$ cat src/rtl/kbd_trap_pkg.sv
package kbd_trap_pkg;
  localparam int ADDR_W = 8;
  localparam int DATA_W = 8;
  localparam int N_TRAP = 4;
  localparam int EN_W = N_TRAP + 2;
  localparam int EN_USB = N_TRAP;
  localparam int EN_PASS = N_TRAP + 1;

  typedef enum logic [1:0] {
    SEQ_IDLE     = 2'd0,
    SEQ_GOT_CMD  = 2'd1,
    SEQ_GOT_DATA = 2'd2
  } seqStateT;

  typedef struct packed {
    logic hit60;
    logic hit64;
    logic isWr;
    logic isStart;
    logic isEnd;
  } accessT;

  typedef struct packed {
    logic seqMatch;
    logic seqBusy;
  } seqCtrlT;
endpackage

$ cat src/rtl/kbd_seq_ctrl.sv
module kbd_seq_ctrl
  import kbd_trap_pkg::*;
(
  input  logic    clk,
  input  logic    rstN,
  input  logic    passEn,
  input  accessT  acc,
  output seqCtrlT ctrl
);
  seqStateT state, stateNxt;
  logic match;

  always_comb begin
    match = 1'b0;
    stateNxt = state;
    if (!passEn) begin
      stateNxt = SEQ_IDLE;
    end else if (acc.hit60 || acc.hit64) begin
      case (state)
        SEQ_IDLE: begin
          if (acc.hit64 && acc.isWr && acc.isStart) begin
            match = 1'b1;
            stateNxt = SEQ_GOT_CMD;
          end
        end
        SEQ_GOT_CMD: begin
          if (acc.hit60 && acc.isWr) begin
            match = 1'b1;
            stateNxt = SEQ_GOT_DATA;
          end else begin
            stateNxt = SEQ_IDLE;
          end
        end
        SEQ_GOT_DATA: begin
          if (acc.hit64 && !acc.isWr) begin
            match = 1'b1;
          end else if (acc.hit64 && acc.isWr && acc.isEnd) begin
            match = 1'b1;
            stateNxt = SEQ_IDLE;
          end else begin
            stateNxt = SEQ_IDLE;
          end
        end
        default: stateNxt = SEQ_IDLE;
      endcase
    end
  end

  always_ff @(posedge clk) begin
    if (!rstN) state <= SEQ_IDLE;
    else state <= stateNxt;
  end

  assign ctrl.seqMatch = match;
  assign ctrl.seqBusy = (state != SEQ_IDLE);


  seq_start_chk: assert property (@(posedge clk) disable iff (!rstN)
    $rose(ctrl.seqBusy) |-> $past(acc.hit64 && acc.isWr && acc.isStart && passEn));


  pass_off_idle_chk: assert property (@(posedge clk) disable iff (!rstN)
    !passEn |=> !ctrl.seqBusy);


  other_port_hold_chk: assert property (@(posedge clk) disable iff (!rstN)
    (passEn && !acc.hit60 && !acc.hit64) |=> $stable(state));
endmodule

$ cat src/rtl/kbd_trap_dp.sv
module kbd_trap_dp
  import kbd_trap_pkg::*;
#(
  parameter logic [ADDR_W-1:0] DATA_PORT = 8'h60,
  parameter logic [ADDR_W-1:0] CMD_PORT = 8'h64,
  parameter logic [DATA_W-1:0] START_CODE = 8'hD1,
  parameter logic [DATA_W-1:0] END_CODE = 8'hFF
) (
  input  logic              clk,
  input  logic              rstN,
  input  logic              ioStrobe,
  input  logic              ioWrite,
  input  logic [ADDR_W-1:0] ioAddr,
  input  logic [DATA_W-1:0] ioWData,
  input  logic              usbIrq,
  input  logic              cfgWe,
  input  logic              cfgSel,
  input  logic [DATA_W-1:0] cfgWData,
  input  seqCtrlT           ctrl,
  output accessT            acc,
  output logic              passEn,
  output logic              trapHit,
  output logic              smiReq,
  output logic [N_TRAP-1:0] statusFlags
);
  logic [EN_W-1:0] enReg;
  logic [N_TRAP-1:0] portSel, trapVec;
  logic usbIrqD, usbRise;

  assign acc.hit60 = ioStrobe && (ioAddr == DATA_PORT);
  assign acc.hit64 = ioStrobe && (ioAddr == CMD_PORT);
  assign acc.isWr = ioWrite;
  assign acc.isStart = (ioWData == START_CODE);
  assign acc.isEnd = (ioWData == END_CODE);

  assign portSel = {acc.hit64 && ioWrite, acc.hit64 && !ioWrite,
                    acc.hit60 && ioWrite, acc.hit60 && !ioWrite};
  assign passEn = enReg[EN_PASS];
  assign usbRise = usbIrq && !usbIrqD;

  always_ff @(posedge clk) begin
    if (!rstN) begin
      enReg <= '0;
      usbIrqD <= 1'b0;
      smiReq <= 1'b0;
    end else begin
      if (cfgWe && !cfgSel) enReg <= cfgWData[EN_W-1:0];
      usbIrqD <= usbIrq;
      smiReq <= trapHit || (usbRise && enReg[EN_USB] && !ctrl.seqBusy);
    end
  end

  for (genvar i = 0; i < N_TRAP; i++) begin : g_trap
    assign trapVec[i] = portSel[i] && enReg[i] && !ctrl.seqMatch;
    always_ff @(posedge clk) begin
      if (!rstN) statusFlags[i] <= 1'b0;
      else if (trapVec[i]) statusFlags[i] <= 1'b1;
      else if (cfgWe && cfgSel && cfgWData[i]) statusFlags[i] <= 1'b0;
    end
  end

  assign trapHit = |trapVec;


  other_port_notrap_chk: assert property (@(posedge clk) disable iff (!rstN)
    (ioStrobe && ioAddr != DATA_PORT && ioAddr != CMD_PORT) |-> !trapHit);


  seq_no_trap_chk: assert property (@(posedge clk) disable iff (!rstN)
    ctrl.seqMatch |-> !trapHit);


  smi_after_trap_chk: assert property (@(posedge clk) disable iff (!rstN)
    trapHit |=> smiReq);


  status_rise_chk: assert property (@(posedge clk) disable iff (!rstN)
    (|(statusFlags & ~$past(statusFlags))) |-> $past(trapHit));
endmodule

$ cat src/rtl/kbd_trap_seq.sv
module kbd_trap_seq
  import kbd_trap_pkg::*;
(
  input  logic        clk,
  input  logic        rstN,
  input  logic        ioStrobe,
  input  logic        ioWrite,
  input  logic [7:0]  ioAddr,
  input  logic [7:0]  ioWData,
  input  logic        usbIrq,
  input  logic        cfgWe,
  input  logic        cfgSel,
  input  logic [7:0]  cfgWData,
  output logic        trapHit,
  output logic        smiReq,
  output logic [3:0]  statusFlags
);
  accessT acc;
  seqCtrlT ctrl;
  logic passEn;

  kbd_trap_dp u_dp (
    .clk(clk), .rstN(rstN), .ioStrobe(ioStrobe), .ioWrite(ioWrite),
    .ioAddr(ioAddr), .ioWData(ioWData), .usbIrq(usbIrq), .cfgWe(cfgWe),
    .cfgSel(cfgSel), .cfgWData(cfgWData), .ctrl(ctrl), .acc(acc),
    .passEn(passEn), .trapHit(trapHit), .smiReq(smiReq),
    .statusFlags(statusFlags)
  );

  kbd_seq_ctrl u_ctrl (
    .clk(clk), .rstN(rstN), .passEn(passEn), .acc(acc), .ctrl(ctrl)
  );
endmodule

$ cat config.mk
export PLATFORM = sky130hd
export DESIGN_NAME = kbd_trap_seq
export DESIGN_NICKNAME = d
export VERILOG_FILES = /design/src/rtl/kbd_trap_pkg.sv /design/src/rtl/kbd_seq_ctrl.sv /design/src/rtl/kbd_trap_dp.sv /design/src/rtl/kbd_trap_seq.sv
export SDC_FILE = /design/constraint.sdc
export NUM_CORES = 1
export LEC_CHECK = 0
export BUFFER_PORTS_ARGS = -buffer_cell sky130_fd_sc_hd__clkbuf_2
export CAP_MARGIN = 15
export CORE_MARGIN = 5
export CORE_UTILIZATION = 40
export DETAILED_ROUTE_END_ITERATION = 10
export MAX_ROUTING_LAYER = met4
export PLACE_DENSITY = 0.74
export SYNTH_ARGS = -nofsm -noshare
export SYNTH_HDL_FRONTEND = slang
export SYNTH_SLANG_ARGS = --single-unit
export TNS_END_PERCENT = 10
$ cat constraint.sdc
create_clock -name clk -period 1.5 [get_ports clk]
set_clock_uncertainty 0.1 [all_clocks]
set_input_delay 0.075 -clock clk [delete_from_list [all_inputs] [get_ports clk]]
set_output_delay 0.075 -clock clk [all_outputs]
set_load 0.02 [all_outputs]
==> out/results.tsv <==
stage	metric	value	unit
power_and_ir_drop	p_sw_share	23.96	%
power_and_ir_drop	p_per_area	675.4	nW/um^2
worst_hold_path	holdCritPathClass	primary input to register	
clocking	cts_tree	done	
logic_synthesis	synth_cell_types	29	
timing	fmaxAchievable	595.2	MHz
floorplanning	initial_utilization	43.33	%
worst_setup_path	critPathArrivalTime	1510	ps
placement	hpwlAfterDp	1.749	mm
worst_setup_path	crit_type	register to output port	
timing	setup-violations-final	4	
grt	grt_first_pass_wirelength	3.663	mm
logic_synthesis	synth_edf_count	0	
logic_synthesis	syn_area_per_cell	8.889	um^2
worst_setup_path	cp-end-kind	output port	
logic_synthesis	synth_cells	86	
worst_setup_path	cp_slowest_cell	dfxtp_2	
floorplanning	coreArea	1764	um^2
grt	grt_pass1_vias	867	
logic_synthesis	synth_nets	117	
logic_synthesis	ys_seq_elements	14	
grt	grt_max_degree	9	
power_and_ir_drop	ir_drop	0.5898	mV
outcome	violations	setup timing	
clocking	clock-sinks	14	
timing	hold_slack	45.77	ps
timing	tightest_slew	418.5	ps
worst_setup_path	path_max_fanout	3	
timing	fin_crit_sh	112.0	%
logic_synthesis	synth_fa_ha_area_share	0	%
route	drc	0	
worst_setup_path	startpoint_type	register	
clocking	cts_buffer_depth	2	
logic_synthesis	synthMuxAreaShare	9.493	%
floorplanning	row_count	15	
power_and_ir_drop	power_switching	187.9	uW
placement	gp_congestion	0.7207	
layout	syn_to_final_growth	51.88	%
layout	nNetsFinal	169	
logic_synthesis	yosysWarnings	0	
route	vias	838	
floorplanning	dieArea	2885	um^2
power_and_ir_drop	p_comb_share	15.6	%
worst_setup_path	crit_chain	or2_4 > nor4_4 > a311o_4 > a21oi_2 > clkbuf_8	
timing	worst_slack	-180.2	ps
clocking	cts_max_level	1	
clocking	clkLatencyLatePin	280	ps
logic_synthesis	synth_ff_type	dfxtp_1	
route	drtIter0Drc	20	
power_and_ir_drop	intPower	596.3	uW
outcome	status	finished with violations	
timing	drv_slew	0	
layout	antenna_cells	0	
timing	period_needed	1680	ps
job	maxCapViolCount	0	
route	wl	2.256	mm
route	post_drt_wl_per_cell	13.93	um
worst_setup_path	cp.required	1320	ps
layout	drive_gt1_share	43.07	%
grt	antenna_found_initial	0	
power_and_ir_drop	clkPwrFrac	34.9	%
clocking	clk_pin_slew	90	ps
route	final_antenna_net_count	0	
logic_synthesis	synth_top_family_by_area	simple AND/OR/NAND/NOR gates	
timing	rsz0062_at_grt	true	
timing	relSlewSlack	71.72	%
placement	io_buffers	34	
logic_synthesis	syn_area	764.5	um^2
placement	placed_cell_area	1003	um^2
logic_synthesis	async_reset_ff_share	0	%
power_and_ir_drop	power_frac_seq	49.5	%
floorplanning	die_w	53.72	um
logic_synthesis	synth-seq-area-share	36.66	%
clocking	cts_buffers	3	
logic_synthesis	synth_compound_area_share	14.57	%
grt	grt_overflow	0	
power_and_ir_drop	p_leak	0.5031	nW
floorplanning	dieHeight	53.72	um
logic_synthesis	yosys.area_share.simple	37.32	%
layout	final_area	1161	um^2
worst_setup_path	timing.reg2reg.setup_slack	-140	ps
clocking	cts-root-buf	clkbuf_4	
floorplanning	ios	37	
route	vias_per_cell	5.173	
timing	hold_viol_final	0	
route	dr.pass1.iters	4	
logic_synthesis	synthXorXnorAreaFrac	0	%
grt	grtUsageTotal	17.98	%
worst_setup_path	crit_path_max_incr_delay	340	ps
## placed cells by master, fill, tap and decap left out, types with 4 or more instances in the layout
cell type,instances
a21oi_1,5
buf_4,7
clkbuf_2,33
dfxtp_1,12
dlygate4sd3_1,7
mux2i_1,5
nand2_1,10
nand3_1,8
nor2_1,8
nor2b_1,4
## power by group through the flow
stage,clock network (mW),logic [mW],registers [mW]
6_report,0.274,0.122,0.388
5_1_grt,0.301,0.135,0.389
4_1_cts,0.282,0.121,0.388
3_5_place_dp,0,0.107,0.397
3_3_place_gp,0,0.102,0.396
2_1_floorplan,0,0.0459,0.395
## worst max-delay path: cells and delay by family, from the launching register on
kind	cells	cell delay (ps)
AND/OR/NAND/NOR	2	510
AO/OA/AOI/OAI	2	230
flip-flops	1	340
buffers and inverters	1	160
## worst paths after layout
kind	from	endpoint	cells past startpoint
worst max register to register	u_ctrl.state[0]	u_dp.smiReq	4
worst min-delay path	rstN	u_ctrl.state[0]	3
worst max-delay path	u_ctrl.state[0]	trapHit	5
worst min register to register	u_dp.statusFlags[0]	u_dp.statusFlags[0]	2
## layer usage
metal,track usage (%),part of all wire (%),up-vias
met3,3.324,5.9,0
li1,-,-,420
met1,17.88,39,392
met4,3.830,0,0
met5,-,0,-
met2,35.48,55,26
## cells by family (layout without fill, tap and decap cells)
family                 count (synthesis)  in the layout
AND/OR/NAND/NOR                       47             47
multiplexers                           6              6
AO/OA/AOI/OAI                         15             15
flip-flops                            14             14
buffers and inverters                  4             55
## state kept, by name (all words and copies together) (netlist names)
| signal | cells |
|---|---|
| u_ctrl.state | 2 |
| u_dp.enReg | 6 |
| u_dp.smiReq | 1 |
| u_dp.statusFlags | 4 |
| u_dp.usbIrqD | 1 |
## synth_stat cells (all sizes together), types with 2 or more instances
cell type / number / share of area [%]
nand3: 8 / 5.2
a21oi: 6 / 3.9
mux2i: 5 / 6.5
dfxtp: 14 / 37
clkbuf: 2 / 0.98
and2: 2 / 1.6
nor2: 8 / 3.9
o21ai: 4 / 2.6
nor4bb: 2 / 2.6
nand4: 3 / 2.5
nand2: 10 / 4.9
or2: 2 / 1.6
nor2b: 4 / 3.3
inv: 2 / 0.98
## layout make-up
cell class | count | area (um^2)
Clock buffer | 4 | 36.28
Fill cell | 178 | 603.1
Inverter | 2 | 7.507
Multi-Input combinational cell | 68 | 490.5
Sequential cell | 14 | 282.8
Tap cell | 25 | 31.28
Timing Repair Buffer | 49 | 312.8
## stage by stage
stage	setup WS [ps]	total power, mW	std cells	setup TNS [ps]	util, %
2_1_floorplan	14.41	0.4406	86	0	-
3_3_place_gp	-79.37	0.4985	149	-268.0	56.88
3_5_place_dp	-118.9	0.5032	149	-364.0	56.88
4_1_cts	-208.2	0.7909	162	-398.6	65.32
5_1_grt	-245.4	0.8257	162	-535.4	65.82
6_report	-180.2	0.7842	162	-337.2	65.82
## what timing repair did
action,CTS,global route
hold buffers,7,0
gates resized for setup,8,1
setup endpoints to repair,4,5
buffers inserted,3,0
pin swaps,3,2
endpoints found under the hold margin,8,0
Power figures use the tool's default switching activity.
